File: src/rtl/topk_queue_seg.sv
module topk_queue_seg #(
  parameter int DEPTH = 16,
  parameter int IDW   = 32,
  parameter int VALW  = 32,
  localparam int PW   = $clog2(DEPTH),
  localparam int DW   = (IDW > VALW) ? IDW : VALW
) (
  input  logic            clk,
  input  logic            rst_n,
  input  logic            clr,
  input  logic            en,
  input  logic            ins_valid,
  input  logic [IDW-1:0]  ins_id,
  input  logic [VALW-1:0] ins_val,
  input  logic [PW-1:0]   rd_pos,
  input  logic            rd_sel,
  output logic [DW-1:0]   rd_data,
  output logic            cas_valid,
  output logic [IDW-1:0]  cas_id,
  output logic [VALW-1:0] cas_val
);

  logic [DEPTH-1:0] vld;
  logic [DEPTH-1:0] gt;
  logic [IDW-1:0]   ids  [DEPTH];
  logic [VALW-1:0]  vals [DEPTH];

  wire go = ins_valid & en & ~clr;

  for (genvar i = 0; i < DEPTH; i++) begin : g_cell
    assign gt[i] = ~vld[i] | (vals[i] > ins_val);

    if (i == 0) begin : g_head
      always_ff @(posedge clk) begin
        if (!rst_n || clr) begin
          vld[i]  <= 1'b0;
          ids[i]  <= '0;
          vals[i] <= '1;
        end else if (go && gt[i]) begin
          vld[i]  <= 1'b1;
          ids[i]  <= ins_id;
          vals[i] <= ins_val;
        end
      end
    end else begin : g_body
      always_ff @(posedge clk) begin
        if (!rst_n || clr) begin
          vld[i]  <= 1'b0;
          ids[i]  <= '0;
          vals[i] <= '1;
        end else if (go && gt[i]) begin
          if (!gt[i-1]) begin
            vld[i]  <= 1'b1;
            ids[i]  <= ins_id;
            vals[i] <= ins_val;
          end else begin
            vld[i]  <= vld[i-1];
            ids[i]  <= ids[i-1];
            vals[i] <= vals[i-1];
          end
        end
      end
    end
  end

  wire none_gt = ~|gt;

  assign cas_valid = go & (none_gt | (gt[DEPTH-1] & vld[DEPTH-1]));
  assign cas_id    = none_gt ? ins_id  : ids[DEPTH-1];
  assign cas_val   = none_gt ? ins_val : vals[DEPTH-1];

  assign rd_data = rd_sel ? DW'(ids[rd_pos]) : DW'(vals[rd_pos]);

endmodule


File: config.mk
export PLATFORM = sky130hd
export DESIGN_NAME = topk_queue_seg
export DESIGN_NICKNAME = d
export VERILOG_FILES = /design/src/rtl/topk_queue_seg.sv
export SDC_FILE = /design/constraint.sdc
export NUM_CORES = 2
export LEC_CHECK = 0
export CORE_ASPECT_RATIO = 2
export CORE_UTILIZATION = 45
export DETAILED_ROUTE_END_ITERATION = 6
export GPL_ROUTABILITY_DRIVEN = 0
export SLEW_MARGIN = 0
export SYNTH_ARGS = -nofsm -noshare
export SYNTH_HDL_FRONTEND = slang
export SYNTH_SLANG_ARGS = --single-unit
File: constraint.sdc
create_clock -name clk -period 14.47 [get_ports clk]
set_input_delay 3.6175 -clock clk [delete_from_list [all_inputs] [get_ports clk]]
set_output_delay 3.6175 -clock clk [all_outputs]
set_load 0.02 [all_outputs]
* Word-level counts from Yosys, hierarchy flattened *
Memory sizes are Yosys's and may differ from the RTL's.
Cells that the tools add are included.

operators by class
  reductions and logical operators = 20
  mux-type cells = 205
  bitwise operators = 100
  order comparisons = 16

operator list
  cell                 number
  $mux W32             65
  $gt A32 B32 Y1       16
  $mux W1              140
  $or A1 B1 Y1         79
  $not A1 Y1           17
  $logic_and A1 B1 Y1  16
  $reduce_or A16 Y1    1
  $and A1 B1 Y1        4
  $logic_not A1 Y1     2
  $logic_or A1 B1 Y1   1

storage, ports and cells
  RAM bits = 1024
  bits in registers = 16
  memories kept = 2
  output and inout port bits = 97
  input port bits = 74

memories
  memory  depth  bits a word  rd ports  clocked after memory_dff  wr ports  line  source
  ids     16     32           17        0                         16        25    logic [IDW-1:0] ids [DEPTH];
  vals    16     32           17        0                         16        26    logic [VALW-1:0] vals [DEPTH];

* Logic depth before layout (Yosys ltp) *
  depth in word-level cells = 8
  gate-level depth with buffers = 15

* Worst setup path before layout *
No wires, ideal clock.

  path kind = input -> register
  start point = in ins_val[27]
  end point = mem ids[10][0], enable pin
  setup slack = 3196 ps
  cell stages on the path = 10
  path buffers = 3
  required time = 13896 ps
  data arrival time = 10699 ps
  library setup time = 574 ps
  cell sequence = inv_1 clkbuf_1 ha_1 nand4_1 or4_1 a31oi_1 o21ai_2 clkbuf_1 buf_1 o21ai_0

RTL lines
  what                line  source
  start: declaration  14    input logic [VALW-1:0] ins_val,
  end: declaration    25

* Worst setup path after layout *
  start point = in ins_val[26]
  end point = out cas_val[27]

between the ends
  word-level cells in the longest chain between the ends = 4
  elaborated cells on any way between the ends = 34
  those cells by class = order compare: 16; mux: 1; bitwise: 16; reduce/logical: 1

ends and longest elaborated chain
  what                   line  source
  $gt A32 B32 Y1         31    assign gt[i] = ~vld[i] | (vals[i] > ins_val);
  $or A1 B1 Y1           31
  $reduce_or A16 Y1 (*)  66    wire none_gt = ~|gt;
  $mux W32 (*)           70    assign cas_val = none_gt ? ins_val : vals[DEPTH-1];
  end: declaration       20    output logic [VALW-1:0] cas_val

Every way passes the cells marked *; elsewhere a longest branch is shown, timed or not.

==> results_dict.tcl <==
set metrics [dict create \
    synth_enable_flop_cells 1024 \
    ir_drop_v 0.000106 \
    dr.pass1.iters 5 \
    cts-root-buf "clkbuf_16" \
    grt_use_total_pct 38.3 \
    start_util_pct 45.4 \
    vias 49200 \
    fin_crit_ns 13.85 \
    cts_buffer_depth 3 \
    num-nets-final 5528 \
    htreeDepth 3 \
    antenna_found_initial 32 \
    max-slew-margin-rel_pct -4.07 \
    ys_types 64 \
    leakage_nw 23.4 \
    grt_remaining_overflow 0 \
    async_reset_ff_share_pct 0 \
    hp-class "flop to flop" \
    wl_per_cell_um 39.5 \
    cts_setup_buffers 0 \
    holdWs_ns 0.549 \
    grt_pass1_wl_um 378000 \
    setup.worst_path.end_class "primary output" \
    crit_buf_inv 5 \
    rsz0062_at_grt "false" \
    hold_violations 0 \
    fin_crit_sh_pct 95.7 \
    worstPathRequired_ns 10.85 \
    routed_wl_um 273000 \
    worst_pin_slew_ns 1.56 \
    coreArea_um2 140000 \
    ctsResizeCount 0 \
    ys_seq_area_share_pct 48.9 \
    clock.fmax_mhz 72.2 \
    worstPathCellList "clkdlybuf4s50_1 -> inv_1 -> buf_4 -> ha_1 -> nand4_1 -> nor3_1 -> a221oi_1 -> o21ai_0 -> nor3_1 -> o211ai_1 -> nor4b_1 -> nand4_1 -> buf_4 -> mux2_2 -> clkdlybuf4s50_1" \
    drc 0 \
    fin_worst_skew_ns 0.0465 \
    crit_family "buffers and inverters" \
    drv_slew 3 \
    yosysTopAreaCell "edfxtp_1" \
    die_y_um 533 \
    dp_hpwl_um 179000 \
    drt_iter0_markers 5897 \
    layout_common_cells "edfxtp_1, ha_1, nand2_1, nor2_1, mux4_2" \
    io_pins 171 \
    syn_nets 5524 \
    syn2layout_area_growth_pct 11.3 \
    vias_per_cell 7.12 \
    slowest_stage "o21ai_0" \
    final.setup.tns_ns 0 \
    cts_sinks 1040 \
    avgSynthCellArea_um2 12.9 \
    drive_above_1_share_pct 15.6 \
    cts-hold-fix-buffers 0 \
    path_max_fanout 42 \
    nFillCells 12300 \
    grt_max_degree 115 \
    maxCapViolCount 2 \
    portBuffers 170 \
    reg2reg_slack_ns 7.83 \
    slowest_delay_ns 1.14 \
    cp-start-kind "primary input" \
    ys.flop_type "edfxtp_1" \
    die_w_um 268 \
    regArea_um2 31100 \
    path_class "primary input to primary output" \
    clk_latency_ns 0.76 \
    fp-row-count 194 \
    die-area_um2 143000 \
    setup-violations-final 0 \
    cts_tree "yes" \
    final_common_cell "edfxtp_1" \
    status "complete, but fails checks" \
    p_per_area_nw_per_um2 97.4 \
    arrival_ns 10.23 \
    multi_input_area_um2 31100 \
    violations "capacitance limit, slew limit" \
    syn-cell-area_um2 63500 \
    cts_buffers 98 \
    yosysTopAreaCellShare_pct 48.4 \
    ant_nets 0 \
    syn_inst 4938 \
    ys_ff_latch 1040 \
    cts.clk_slew.worst_paths_ns 0.07 \
    grt_pass1_vias 48800 \
    yosys_warnings 0 \
    synthTopCellsByArea "edfxtp_1, mux4_2, ha_1" \
]
state kept, by name (all words and copies together), names as in the netlist:
name and flops:
vld 16, ids 512, vals 512
area by class of cell:
cell class | instances | area share, %
antenna | 27 | 0.0956
clock buffer | 117 | 3.60
clock inverter | 61 | 0.708
inverter | 73 | 0.388
multi-input combinational | 3415 | 43.9
sequential | 1040 | 43.9
tap | 1862 | 3.30
timing repair buffer | 314 | 4.04
synthesized netlist by cell type (6+ instances only):
| master | count |
|---|---|
| a2111oi_0 | 8 |
| a211oi_1 | 11 |
| a21boi_0 | 9 |
| a21o_1 | 58 |
| a21oi_1 | 274 |
| a221o_1 | 6 |
| a221oi_1 | 12 |
| a22o_1 | 291 |
| a22oi_1 | 14 |
| a2bb2oi_1 | 187 |
| a31oi_1 | 6 |
| and2_1 | 10 |
| and3_1 | 40 |
| and4_1 | 14 |
| buf_1 | 81 |
| buf_2 | 20 |
| clkbuf_1 | 303 |
| dfxtp_1 | 16 |
| edfxtp_1 | 1024 |
| ha_1 | 512 |
| inv_1 | 73 |
| mux2_2 | 45 |
| mux2_4 | 50 |
| mux2i_1 | 286 |
| mux4_2 | 320 |
| nand2_1 | 406 |
| nand2b_1 | 24 |
| nand3_1 | 52 |
| nand4_1 | 90 |
| nor2_1 | 351 |
| nor2b_1 | 24 |
| nor3_1 | 31 |
| nor4_1 | 19 |
| o211ai_1 | 51 |
| o21ai_0 | 145 |
| o21ai_1 | 6 |
| or4_1 | 8 |
per-layer routing:
layer | share of wire [%] | vias up | track usage (%)
met5 | 0.061 | - | 0
met4 | 12 | 26 | 35.2
met3 | 10 | 1200 | 10.3
met2 | 47 | 3488 | 60.9
met1 | 31 | 24800 | 41.2
li1 | - | 19600 | -
worst paths after layout:
check,from,to,cells after the start
worst max register to register,vals[12][30]$_DFFE_PP_,vals[12][7]$_DFFE_PP_,12
worst max-delay path,ins_val[26],cas_val[27],15
worst min-delay path,ids[5][3]$_DFFE_PP_,ids[6][3]$_DFFE_PP_,1
worst min register to register,ids[5][3]$_DFFE_PP_,ids[6][3]$_DFFE_PP_,1
cells by family (layout without fill, tap and decap cells):
logic type	count (synthesis)	after routing	share of synthesized area, %
AO/OA/AOI/OAI	1111	1111	12.5
adder cells (fa/ha/maj)	512	512	10.1
buffers and inverters	483	565	2.96
flip-flops	1040	1040	48.9
multiplexers	701	701	17.8
other	0	27	0
AND/OR/NAND/NOR	1091	1091	7.73
report_power, final:
group	leakage (nW)	total, mW	switching [mW]	internal (mW)
Sequential	9.73	3.44	0.0542	3.38
Clock	1.49	2.63	1.28	1.35
Combinational	12.1	0.816	0.537	0.278
metrics by stage:
step / area (um^2) / util, % / std cells / power [mW] / setup WS, ns
after floorplan: 63500 / - / 4938 / 3.95 / 3.20
after global placement: 67500 / 48.3 / 6700 / 4.28 / 0.972
after detailed placement: 67500 / 48.3 / 6702 / 4.29 / 1.28
after CTS: 70600 / 50.5 / 6880 / 6.86 / 1.26
after global routing: 70700 / 50.5 / 6900 / 7.02 / 0.578
final: 70700 / 50.6 / 6909 / 6.89 / 0.618
(Power assumes the default switching activity.)
